<file path="config.mk">
export PLATFORM = sky130hd
export DESIGN_NAME = fcsm_top
export DESIGN_NICKNAME = d
export VERILOG_FILES = /design/src/rtl/fcsm_pkg.sv /design/src/rtl/fcsm_timer.sv /design/src/rtl/fcsm_array.sv /design/src/rtl/fcsm_seq.sv /design/src/rtl/fcsm_top.sv
export SDC_FILE = /design/constraint.sdc
export NUM_CORES = 1
export LEC_CHECK = 0
export BUFFER_PORTS_ARGS = -buffer_cell sky130_fd_sc_hd__buf_2
export CORE_MARGIN = 2
export CORE_UTILIZATION = 30
export CTS_CLUSTER_DIAMETER = 40
export CTS_CLUSTER_SIZE = 10
export DETAILED_ROUTE_END_ITERATION = 12
export PLACE_DENSITY_LB_ADDON = 0.15
export RECOVER_POWER = 100
export SYNTH_ARGS = -nofsm -noshare
export SYNTH_HDL_FRONTEND = slang
export SYNTH_HIERARCHICAL = 1
export SYNTH_SLANG_ARGS = --single-unit
</file>
<file path="constraint.sdc">
create_clock -name clk -period 4.8 [get_ports clk]
set_input_delay 0.24 -clock clk [delete_from_list [all_inputs] [get_ports clk]]
set_output_delay 0.24 -clock clk [all_outputs]
set_load 0.005 [all_outputs]
</file>
<file path="src/rtl/fcsm_pkg.sv">
package fcsm_pkg;
  localparam logic [7:0] OP_READ_ARRAY = 8'hFF;
  localparam logic [7:0] OP_READ_STAT  = 8'h70;
  localparam logic [7:0] OP_CLEAR_STAT = 8'h50;
  localparam logic [7:0] OP_PROGRAM    = 8'h40;
  localparam logic [7:0] OP_ERASE_BLK  = 8'h20;
  localparam logic [7:0] OP_ERASE_ALL  = 8'hA7;
  localparam logic [7:0] OP_LOCK_SET   = 8'h77;
  localparam logic [7:0] OP_LOCK_QUERY = 8'h71;
  localparam logic [7:0] OP_CONFIRM    = 8'hD0;

  typedef enum logic [1:0] {RM_ARRAY, RM_STATUS, RM_LOCK} rmode_e;
  typedef enum logic [2:0] {ARM_NONE, ARM_PROG, ARM_ERASE, ARM_ALL, ARM_LOCK, ARM_QUERY} arm_e;
endpackage

</file>
<file path="src/rtl/fcsm_timer.sv">
module fcsm_timer #(
  parameter int BUSY_CYCLES = 6
) (
  input  logic clk,
  input  logic rst_n,
  input  logic start,
  output logic busy
);
  localparam int CW = $clog2(BUSY_CYCLES + 1);
  logic [CW-1:0] cnt;

  always_ff @(posedge clk) begin
    if (!rst_n)          cnt <= '0;
    else if (start)      cnt <= CW'(BUSY_CYCLES);
    else if (cnt != '0)  cnt <= cnt - 1'b1;
  end

  assign busy = (cnt != '0);
endmodule

</file>
<file path="src/rtl/fcsm_array.sv">
module fcsm_array #(
  parameter int NUM_BLOCKS = 4,
  parameter int WPB        = 8
) (
  input  logic                               clk,
  input  logic                               rst_n,
  input  logic                               prog_en,
  input  logic [$clog2(NUM_BLOCKS*WPB)-1:0]  prog_idx,
  input  logic [15:0]                        prog_data,
  input  logic [NUM_BLOCKS-1:0]              erase_mask,
  input  logic                               lock_en,
  input  logic [$clog2(NUM_BLOCKS)-1:0]      lock_blk,
  input  logic [$clog2(NUM_BLOCKS*WPB)-1:0]  rd_idx,
  output logic [15:0]                        rd_word,
  output logic [NUM_BLOCKS-1:0]              locks
);
  localparam int NW = NUM_BLOCKS * WPB;
  logic [15:0] mem [NW];

  for (genvar w = 0; w < NW; w++) begin : g_word
    always_ff @(posedge clk) begin
      if (!rst_n)                                   mem[w] <= 16'hFFFF;
      else if (erase_mask[w / WPB])                 mem[w] <= 16'hFFFF;
      else if (prog_en && (int'(prog_idx) == w))    mem[w] <= prog_data;
    end
  end

  for (genvar b = 0; b < NUM_BLOCKS; b++) begin : g_lock
    always_ff @(posedge clk) begin
      if (!rst_n)                               locks[b] <= 1'b0;
      else if (lock_en && (int'(lock_blk) == b)) locks[b] <= 1'b1;
    end
  end

  assign rd_word = mem[rd_idx];
endmodule

</file>
<file path="src/rtl/fcsm_seq.sv">
module fcsm_seq
  import fcsm_pkg::*;
#(
  parameter int NUM_BLOCKS = 4,
  parameter int WPB        = 8,
  parameter int PROT_BLK   = 0,
  localparam int IDX_W     = $clog2(NUM_BLOCKS*WPB),
  localparam int BLK_W     = $clog2(NUM_BLOCKS)
) (
  input  logic                  clk,
  input  logic                  rst_n,
  input  logic                  wr_fire,
  input  logic [IDX_W-1:0]      widx,
  input  logic [15:0]           wdata,
  input  logic                  busy,
  input  logic [NUM_BLOCKS-1:0] locks,
  output logic                  prog_en,
  output logic [NUM_BLOCKS-1:0] erase_mask,
  output logic                  lock_en,
  output logic [BLK_W-1:0]      op_blk,
  output logic                  start,
  output rmode_e                rmode,
  output logic [BLK_W-1:0]      query_blk,
  output logic                  err_erase,
  output logic                  err_prog
);
  arm_e             arm;
  logic [IDX_W-1:0] arm_idx;
  logic [7:0]       code;
  logic             take, first, second, confirm, blk_locked, set_perr, set_eerr, clr;

  assign code       = wdata[7:0];
  assign op_blk     = widx[IDX_W-1 -: BLK_W];
  assign take       = wr_fire && !busy;
  assign first      = take && (arm == ARM_NONE);
  assign second     = take && (arm != ARM_NONE);
  assign confirm    = (code == OP_CONFIRM);
  assign blk_locked = locks[op_blk];
  assign clr        = first && (code == OP_CLEAR_STAT);

  assign prog_en  = second && (arm == ARM_PROG) && (widx == arm_idx) && !blk_locked;
  assign lock_en  = second && (arm == ARM_LOCK) && confirm;
  assign set_perr = second && (arm == ARM_PROG) && !((widx == arm_idx) && !blk_locked);
  assign set_eerr = second && (((arm == ARM_ERASE) && !(confirm && !blk_locked)) ||
                               (((arm == ARM_ALL) || (arm == ARM_LOCK) || (arm == ARM_QUERY)) && !confirm));

  for (genvar b = 0; b < NUM_BLOCKS; b++) begin : g_emask
    assign erase_mask[b] = second && confirm &&
      (((arm == ARM_ERASE) && !blk_locked && (int'(op_blk) == b)) ||
       ((arm == ARM_ALL) && !locks[b] && (b != PROT_BLK)));
  end

  assign start = prog_en || (|erase_mask) || lock_en;

  always_ff @(posedge clk) begin
    if (!rst_n) begin
      arm       <= ARM_NONE;
      arm_idx   <= '0;
      rmode     <= RM_ARRAY;
      query_blk <= '0;
      err_erase <= 1'b0;
      err_prog  <= 1'b0;
    end else begin
      err_prog  <= (err_prog | set_perr) & ~clr;
      err_erase <= (err_erase | set_eerr) & ~clr;
      if (first) begin
        arm_idx <= widx;
        case (code)
          OP_READ_ARRAY: rmode <= RM_ARRAY;
          OP_READ_STAT:  rmode <= RM_STATUS;
          OP_PROGRAM:    arm   <= ARM_PROG;
          OP_ERASE_BLK:  arm   <= ARM_ERASE;
          OP_ERASE_ALL:  arm   <= ARM_ALL;
          OP_LOCK_SET:   arm   <= ARM_LOCK;
          OP_LOCK_QUERY: arm   <= ARM_QUERY;
          default: ;
        endcase
      end else if (second) begin
        arm <= ARM_NONE;
        if ((arm == ARM_QUERY) && confirm) begin
          rmode     <= RM_LOCK;
          query_blk <= op_blk;
        end else begin
          rmode <= RM_STATUS;
        end
      end
    end
  end
endmodule

</file>
<file path="src/rtl/fcsm_top.sv">
module fcsm_top
  import fcsm_pkg::*;
#(
  parameter int NUM_BLOCKS  = 4,
  parameter int WPB         = 8,
  parameter int BUSY_CYCLES = 6,
  parameter int PROT_BLK    = 0,
  localparam int IDX_W      = $clog2(NUM_BLOCKS*WPB),
  localparam int BLK_W      = $clog2(NUM_BLOCKS),
  localparam int ADDR_W     = IDX_W + 1
) (
  input  logic              clk,
  input  logic              rst_n,
  input  logic              cmd_valid,
  output logic              cmd_ready,
  input  logic              cmd_write,
  input  logic [ADDR_W-1:0] cmd_addr,
  input  logic [15:0]       cmd_wdata,
  output logic              rsp_valid,
  output logic [15:0]       rsp_data
);
  logic                  wr_fire, rd_fire, busy, start, prog_en, lock_en, err_erase, err_prog;
  logic [IDX_W-1:0]      widx;
  logic [NUM_BLOCKS-1:0] erase_mask, locks;
  logic [BLK_W-1:0]      op_blk, query_blk;
  logic [15:0]           rd_word;
  logic [7:0]            status;
  rmode_e                rmode;

  assign cmd_ready = 1'b1;
  assign wr_fire   = cmd_valid && cmd_write;
  assign rd_fire   = cmd_valid && !cmd_write;
  assign widx      = cmd_addr[ADDR_W-1:1];
  assign status    = {~busy, 1'b0, err_erase, err_prog, 4'b0000};

  fcsm_seq #(.NUM_BLOCKS(NUM_BLOCKS), .WPB(WPB), .PROT_BLK(PROT_BLK)) u_seq (
    .clk(clk), .rst_n(rst_n), .wr_fire(wr_fire), .widx(widx), .wdata(cmd_wdata),
    .busy(busy), .locks(locks), .prog_en(prog_en), .erase_mask(erase_mask),
    .lock_en(lock_en), .op_blk(op_blk), .start(start), .rmode(rmode),
    .query_blk(query_blk), .err_erase(err_erase), .err_prog(err_prog));

  fcsm_array #(.NUM_BLOCKS(NUM_BLOCKS), .WPB(WPB)) u_array (
    .clk(clk), .rst_n(rst_n), .prog_en(prog_en), .prog_idx(widx), .prog_data(cmd_wdata),
    .erase_mask(erase_mask), .lock_en(lock_en), .lock_blk(op_blk), .rd_idx(widx),
    .rd_word(rd_word), .locks(locks));

  fcsm_timer #(.BUSY_CYCLES(BUSY_CYCLES)) u_timer (
    .clk(clk), .rst_n(rst_n), .start(start), .busy(busy));

  always_ff @(posedge clk) begin
    if (!rst_n) begin
      rsp_valid <= 1'b0;
      rsp_data  <= '0;
    end else begin
      rsp_valid <= rd_fire;
      if (rd_fire) begin
        if (busy) rsp_data <= {8'h00, status};
        else begin
          case (rmode)
            RM_ARRAY:  rsp_data <= rd_word;
            RM_STATUS: rsp_data <= {8'h00, status};
            default:   rsp_data <= {9'b0, locks[query_blk], 6'b0};
          endcase
        end
      end
    end
  end
endmodule

</file>
=== Yosys cells after proc, flatten, opt, wreduce, memory -nomap -nowiden ===
Memory sizes are Yosys's and may differ from the RTL's.
Cells that the tools add are included.

* Register bits after elaboration: 38
* Bits in writable memories: 512
* Bits of input ports: 26
* Output and inout bits: 18
* Word-level logic and storage cells: 459
* Memories kept: 1

* Add/sub/neg operators: 1
* $lt $le $gt $ge: 2
* Equal/unequal tests: 52
* Mux-type cells: 220
* Bitwise logic cells: 72
* Reductions and logical operators: 97

{| class="wikitable"
|+ Memory list
! memory !! words !! bits a word !! rd ports !! clocked after Yosys merged registers in !! wr ports !! line !! RTL
|-
| u_array.mem || 32 || 16 || 1 || 0 || 32 || fcsm_array.sv:18 || <nowiki>logic [15:0] mem [NW];</nowiki>
|}

{| class="wikitable"
|+ Operators with widths
! kind !! count
|-
| 16-bit two-way mux || 65
|-
| 1-bit two-way mux || 143
|-
| 5-bit == test (second input constant) || 16
|-
| 1-bit logical AND || 67
|-
| 1-bit OR || 66
|-
| 5-bit by 4-bit == test with 1-bit output (second input constant) || 8
|-
| 8-bit by 7-bit == test with 1-bit output (second input constant) || 5
|-
| 16-bit one-hot mux with 2 select lines || 1
|-
| 8-bit == test (second input constant) || 3
|-
| 5-bit by 3-bit == test with 1-bit output (second input constant) || 4
|-
| 3-bit one-hot mux with 5 select lines || 1
|-
| 3-bit two-way mux || 4
|-
| 5-bit by 2-bit == test with 1-bit output (second input constant) || 2
|-
| 1-bit zero test || 9
|-
| 8-bit by 6-bit == test with 1-bit output (second input constant) || 1
|-
| 1-bit logical OR || 8
|-
| 3-bit by 2-bit == test with 1-bit output (second input constant) || 2
|-
| 3-bit == test (second input constant) || 2
|-
| 2-bit by 3-bit < comparator with 1-bit output (second input constant) || 2
|-
| 2-bit two-way mux || 3
|-
| 6-bit inequality test (second input constant) || 1
|-
| 3-bit nonzero test || 2
|-
| 5-bit by 1-bit == test with 1-bit output (second input constant) || 1
|-
| 5-bit == test || 1
|-
| other kinds (17) || 27
|}

=== Longest topological paths before layout ===
* Word-level depth: 13
* Depth in mapped cells: 14
* Mapped depth without buffers: 12

=== Hierarchy ===
Netlist, hierarchy kept.

{| class="wikitable"
|+ Modules (own cells, without submodules)
! module !! instances !! cells an instance !! area an instance (µm²) !! seq. area each (µm²)
|-
| fcsm_array || 1 || 1803 || 24000.5 || 15454.8
|-
| fcsm_seq || 1 || 131 || 999.7 || 280.3
|-
| fcsm_top || 1 || 89 || 777.0 || 340.3
|-
| fcsm_timer || 1 || 16 || 166.4 || 60.1
|}

=== Worst setup path before layout ===
Ideal clock, no wire load.

* Kind: reg-to-reg
* From: reg u_timer.cnt[0]
* To: mem u_array.mem[13][0] (enable)
* Library setup time: 0.411 ns
* Data arrival time: 3.766 ns
* Required time: 4.389 ns
* Setup slack: 0.623 ns
* Stages on the path, launching flop included: 14
* Path buffers: 2
* Clock period less this slack: 4.177 ns
* Cells stage by stage: dfxtp_1 or2_2 inv_1 ha_1 inv_1 nand2b_1 nor4_1 nand3_1 inv_1 nand2b_1 or3_1 buf_2 clkbuf_1 o21ai_0

{| class="wikitable"
|+ RTL lines
! item !! line !! RTL
|-
| start, declared || fcsm_timer.sv:10 || <nowiki>logic [CW-1:0] cnt;</nowiki>
|-
| start signal, assigned || fcsm_timer.sv:14 || <nowiki>else if (start) cnt <= CW'(BUSY_CYCLES);</nowiki>
|-
| start signal, assigned || fcsm_timer.sv:15 || <nowiki>else if (cnt != '0) cnt <= cnt - 1'b1;</nowiki>
|-
| end, declared || fcsm_array.sv:18 ||
|}

=== Worst setup path in the final report ===
* From: in cmd_addr[1]
* To: reg rsp_data[7]

* Longest elaborated chain between the ends: 3

{| class="wikitable"
|+ Ends and longest elaborated chain
! item !! line !! RTL
|-
| start, declared || fcsm_top.sv:17 || <nowiki>input logic [ADDR_W-1:0] cmd_addr,</nowiki>
|-
| memory read 32 x 16 bit || -- ||
|-
| named net rd_word[7] || fcsm_top.sv:26 || <nowiki>logic [15:0] rd_word;</nowiki>
|-
| 16-bit one-hot mux with 2 select lines || fcsm_top.sv:59 || <nowiki>case (rmode)</nowiki>
|-
| 16-bit two-way mux || fcsm_top.sv:57 || <nowiki>if (busy) rsp_data <= {8'h00, status};</nowiki>
|-
| end signal, assigned || fcsm_top.sv:57 ||
|-
| end signal, assigned || fcsm_top.sv:60 || <nowiki>RM_ARRAY: rsp_data <= rd_word;</nowiki>
|-
| end signal, assigned || fcsm_top.sv:61 || <nowiki>RM_STATUS: rsp_data <= {8'h00, status};</nowiki>
|-
| end, declared || fcsm_top.sv:20 || <nowiki>output logic [15:0] rsp_data</nowiki>
|}

The timed path passes the listed nets, and every way through them passes these cells.
A chain may end at the register's enable or synchronous reset.

==> results_tabular.tex <==
\begin{tabular}{lr}
\hline
Metric & Value \\
\hline
\multicolumn{2}{l}{\textbf{Timing}} \\
\quad Hold Fails Final Rpt & 0 \\
\quad Worst hold slack after final layout & 0.07396 ns \\
\quad Post-route clock period utilization & 0.9259 \\
\quad Setup TNS & 0 ns \\
\quad Achievable frequency & approximately 0.23 GHz \\
\quad Fin Clk Skew & 0.01986 ns \\
\quad Slew of the pin with the lowest slew margin & 1.647 ns \\
\quad Final setup violation count & 0 \\
\quad Final worst path period need & around 4.4 ns \\
\quad Worst-case headroom to the max-slew limit & -0.09894 \\
\quad Final-report max-slew violation count & 27 \\
\quad Setup repair after global routing missed its margin & no \\
\multicolumn{2}{l}{\textbf{Setup path}} \\
\quad Worst setup EP type & register \\
\quad Biggest cell delay along the critical path & 1.26 ns \\
\quad Number of cells traversed by the worst register-to-register path & 13 \\
\quad Highest fanout seen on the critical path & 26 \\
\quad CP max-delay cell & sky130\_fd\_sc\_hd\_\_nor2\_2 \\
\quad Arrival time of the worst setup path & 4.95 ns \\
\quad Register-to-register path setup slack & around 0.51 ns \\
\quad Destination of the worst register-to-register timing path & u\_array/mem[15][9]\$\_SDFFCE\_PN1P\_ \\
\quad CP endpoint & rsp\_data[7]\$\_SDFFE\_PN0P\_ \\
\quad Crit. path cell count & 11 \\
\quad Type of the worst setup path & input pin to register \\
\quad Total buffers and inverters traversed by the critical path & 4 \\
\quad Data required, critical path & between 5 and 6 ns \\
\quad Launching element of the worst setup path & cmd\_addr[1] \\
\quad Setup crit start kind & input pin \\
\quad Worst reg2reg path startpoint & u\_timer/cnt[0]\$\_SDFFE\_PP0P\_ \\
\quad Critical path cell sequence & dlygate4sd3\_1 -> clkbuf\_1 -> buf\_4 -> nor2\_2 -> clkbuf\_1 -> a22o\_1 -> nor3\_1 -> a31oi\_1 -> nand3\_1 -> o211ai\_1 -> a21boi\_0 \\
\quad Cell mode on critical path & sky130\_fd\_sc\_hd\_\_clkbuf\_1 \\
\quad Cell family with most CP delay & buffers and inverters \\
\multicolumn{2}{l}{\textbf{Layout}} \\
\quad Most common cell after layout, fill and taps aside & sky130\_fd\_sc\_hd\_\_edfxtp\_1 \\
\quad Final std cells w/o fill & 3329 \\
\quad Fraction of layout instances using a drive strength above 1 & 0.2491 \\
\quad Commonest cells after routing, fill and taps aside & sky130\_fd\_sc\_hd\_\_edfxtp\_1, sky130\_fd\_sc\_hd\_\_or2\_2, sky130\_fd\_sc\_hd\_\_mux2i\_1, sky130\_fd\_sc\_hd\_\_or3\_1, sky130\_fd\_sc\_hd\_\_clkbuf\_16 \\
\quad Area delta synth->final & 19.24\% \\
\quad Fillers & between 8000 and 9000 \\
\quad Final design utilization & 0.3622 \\
\quad Sequential cell area & 16140 um\^{}2 \\
\quad Final nets & 2124 \\
\quad Cell area after layout & about 31000 um\^{}2 \\
\quad Multi-input gate area & slightly below 9000 um\^{}2 \\
\multicolumn{2}{l}{\textbf{Floorplan}} \\
\quad Starting density of the core & 0.3037 \\
\quad Die width & between 200 and 300 um \\
\quad IO Count & 44 \\
\quad Number of placement rows & 107 \\
\quad Area of the die & 88850 um\^{}2 \\
\quad Core box area & 85410 um\^{}2 \\
\quad Y dimension of the die & 298.1 um \\
\multicolumn{2}{l}{\textbf{Route}} \\
\quad DRC violations left & 0 \\
\quad Total vias in the final route & $\sim$16000 \\
\quad Count of nets left with antenna violations after detail routing & 0 \\
\quad Final wirelength & roughly 80 mm \\
\quad Iteration count of the initial detailed-routing pass & 5 \\
\quad Via-per-instance ratio & between 4 and 5 \\
\quad Routed len/inst & 23.95 um \\
\quad DRC marker count from the first detailed-route iteration & approximately 1300 \\
\multicolumn{2}{l}{\textbf{Synth}} \\
\quad Mapped Cells & 2039 \\
\quad Dominant synthesized flop cell & sky130\_fd\_sc\_hd\_\_edfxtp\_1 \\
\quad Number of flops mapped to enable cells by yosys & about 500 \\
\quad Synth Warn \# & 6 \\
\quad Count of cell types in the netlist & 62 \\
\quad Mean cell area of the mapped netlist & 12.72 um\^{}2 \\
\quad Synth Net Count & 2067 \\
\quad Post-synthesis sequential element count & 550 \\
\quad Post-synth ARST share & 0 \\
\quad Post-synthesis sequential area ratio & 0.6219 \\
\quad Mapped Area & about 26000 um\^{}2 \\
\multicolumn{2}{l}{\textbf{Pwr}} \\
\quad Static power due to leakage & 8.982 nW \\
\quad Peak supply drop & 266.9 uV \\
\quad Pwr dens & 431.9 nW/um\^{}2 \\
\multicolumn{2}{l}{\textbf{Global routing}} \\
\quad Number of antenna violations at the first check in global routing & 4 \\
\quad Total global-route track usage & 0.1779 \\
\quad First-pass GRT wire length & 116.1 mm \\
\quad Via count of the first global-routing pass & 16680 \\
\quad Residual overflow from global routing & 0 \\
\quad Maximum number of pins on one net before global-route repair & 69 \\
\multicolumn{2}{l}{\textbf{Clock network}} \\
\quad Number of buffers inserted during clock tree synthesis & 98 \\
\quad Post-cts sizing count & 0 \\
\quad CTS clk-pin slew, worst paths & around 0.050 ns \\
\quad CTS tree & done \\
\quad Setup Fix Bufs, Post-CTS & 0 \\
\quad Library cell used as clock root buffer & sky130\_fd\_sc\_hd\_\_clkbuf\_16 \\
\quad Level count of the clock H-tree & 3 \\
\quad Number of sinks handled by clock tree synthesis & 550 \\
\quad Clk\_lat worst skew & 0.64 ns \\
\quad CTS Buffer Depth & 3 \\
\multicolumn{2}{l}{\textbf{Place}} \\
\quad RD Place Congestion & a little under 0.9 \\
\quad Final HPWL from detailed placement & about 48 mm \\
\quad Total cell area at the placement stage & 27690 um\^{}2 \\
\quad Number of cells after detailed placement & 3139 \\
\quad Number of I/O port buffers & about 40 \\
\multicolumn{2}{l}{\textbf{Outcome}} \\
\quad Failing checks & capacitance limit, slew limit \\
\quad Run status & complete, but fails checks \\
\multicolumn{2}{l}{\textbf{Flow run}} \\
\quad Max cap viols & 1 \\
\multicolumn{2}{l}{\textbf{Hold path}} \\
\quad Hold Crit Class & input pin to register \\
\hline
\end{tabular}
==> synth_stat cells, types with 7 or more instances <==
master,count,area share
sky130_fd_sc_hd__a22o_1,32,0.011
sky130_fd_sc_hd__xor2_1,7,0.0024
sky130_fd_sc_hd__buf_4,8,0.0023
sky130_fd_sc_hd__buf_2,44,0.0085
sky130_fd_sc_hd__nand4_1,18,0.0043
sky130_fd_sc_hd__inv_1,8,0.0012
sky130_fd_sc_hd__o21ai_0,18,0.0035
sky130_fd_sc_hd__or2_2,259,0.062
sky130_fd_sc_hd__nand2b_1,81,0.020
sky130_fd_sc_hd__nor3_1,25,0.0048
sky130_fd_sc_hd__or3_1,199,0.048
sky130_fd_sc_hd__nor2_1,12,0.0017
sky130_fd_sc_hd__edfxtp_1,512,0.59
sky130_fd_sc_hd__dfxtp_1,38,0.029
sky130_fd_sc_hd__a21oi_1,48,0.0093
sky130_fd_sc_hd__mux2i_1,258,0.10
sky130_fd_sc_hd__a21boi_0,13,0.0038
sky130_fd_sc_hd__a31oi_1,18,0.0043
sky130_fd_sc_hd__nor2b_1,11,0.0027
sky130_fd_sc_hd__clkbuf_1,138,0.020
sky130_fd_sc_hd__nand3_1,54,0.010
sky130_fd_sc_hd__nand2_1,98,0.014
sky130_fd_sc_hd__a22oi_1,64,0.019
==> power breakdown <==
group,internal [mW],switching (mW)
combinational,0.171,0.521
sequential,5.24,0.0144
clock,4.94,2.47
total,10.4,3.01
==> final cells by class <==
cell class	count	area share
Tap cell	1144	0.04627
Multi-Input combinational cell	1282	0.2873
Inverter	8	0.0009707
Timing Repair Buffer	156	0.02912
Antenna cell	5	0.0004045
Clock buffer	108	0.08287
Sequential cell	550	0.5216
Clock inverter	76	0.03147
==> stage by stage <==
stage	setup slack (ns)	total power [mW]
after floorplan	0.6226	5.742
after global placement	0.6723	6.063
after detailed placement	0.6641	6.067
after CTS	0.6395	13.52
after global routing	0.1455	13.76
final	0.3558	13.36
==> cell families after synthesis <==
logic type	Yosys count	share of synthesized area
AND/OR/NAND/NOR	795	0.1822
flip-flops	550	0.6219
multiplexers	261	0.1014
AO/OA/AOI/OAI	215	0.05691
buffers and inverters	207	0.03376
XOR/XNOR	8	0.002701
adder cells (fa/ha/maj)	2	0.0009644
other	1	0.0001445
==> repair_timing <==
action,in CTS,in global routing
hold buffers,1,0
setup endpoints to repair,0,0
endpoints found under the hold margin,1,0
==> worst min-delay path, stage by stage <==
cell and delay [ns]:
sky130_fd_sc_hd__buf_2 0.22, sky130_fd_sc_hd__nand3_1 0.12, sky130_fd_sc_hd__a21oi_1 0.07
==> per-layer routing <==
metal | share of wire | track usage | vias up
met5 | 0 | 0 | -
met1 | 0.45 | 0.2463 | 8286
met2 | 0.48 | 0.2865 | 417
met4 | 0.026 | 0.05396 | 0
li1 | - | - | 7672
met3 | 0.049 | 0.02793 | 113
==> flip-flops by register name (all words and copies together), names as in the netlist <==
name and count:
rsp_data 16, rsp_valid 1, u_array/locks 4, u_array/mem 512, u_seq/arm 3, u_seq/arm_idx 5, u_seq/err_erase 1, u_seq/err_prog 1
u_seq/query_blk 2, u_seq/rmode 2, u_timer/cnt 3
==> worst min path at each step <==
stage                                   start                             to  depth (start not counted)
floorplan                               rst_n    u_timer/cnt[2]$_SDFFE_PN0P_                          1
global placement    rsp_data[10]$_SDFFE_PN0P_      rsp_data[10]$_SDFFE_PN0P_                          2
detailed placement  rsp_data[10]$_SDFFE_PN0P_      rsp_data[10]$_SDFFE_PN0P_                          2
CTS                               cmd_addr[3]  u_seq/arm_idx[2]$_SDFFE_PN0P_                          3
global route                      cmd_addr[3]  u_seq/arm_idx[2]$_SDFFE_PN0P_                          3
finish                            cmd_addr[3]  u_seq/arm_idx[2]$_SDFFE_PN0P_                          3
(Power assumes the default switching activity.)
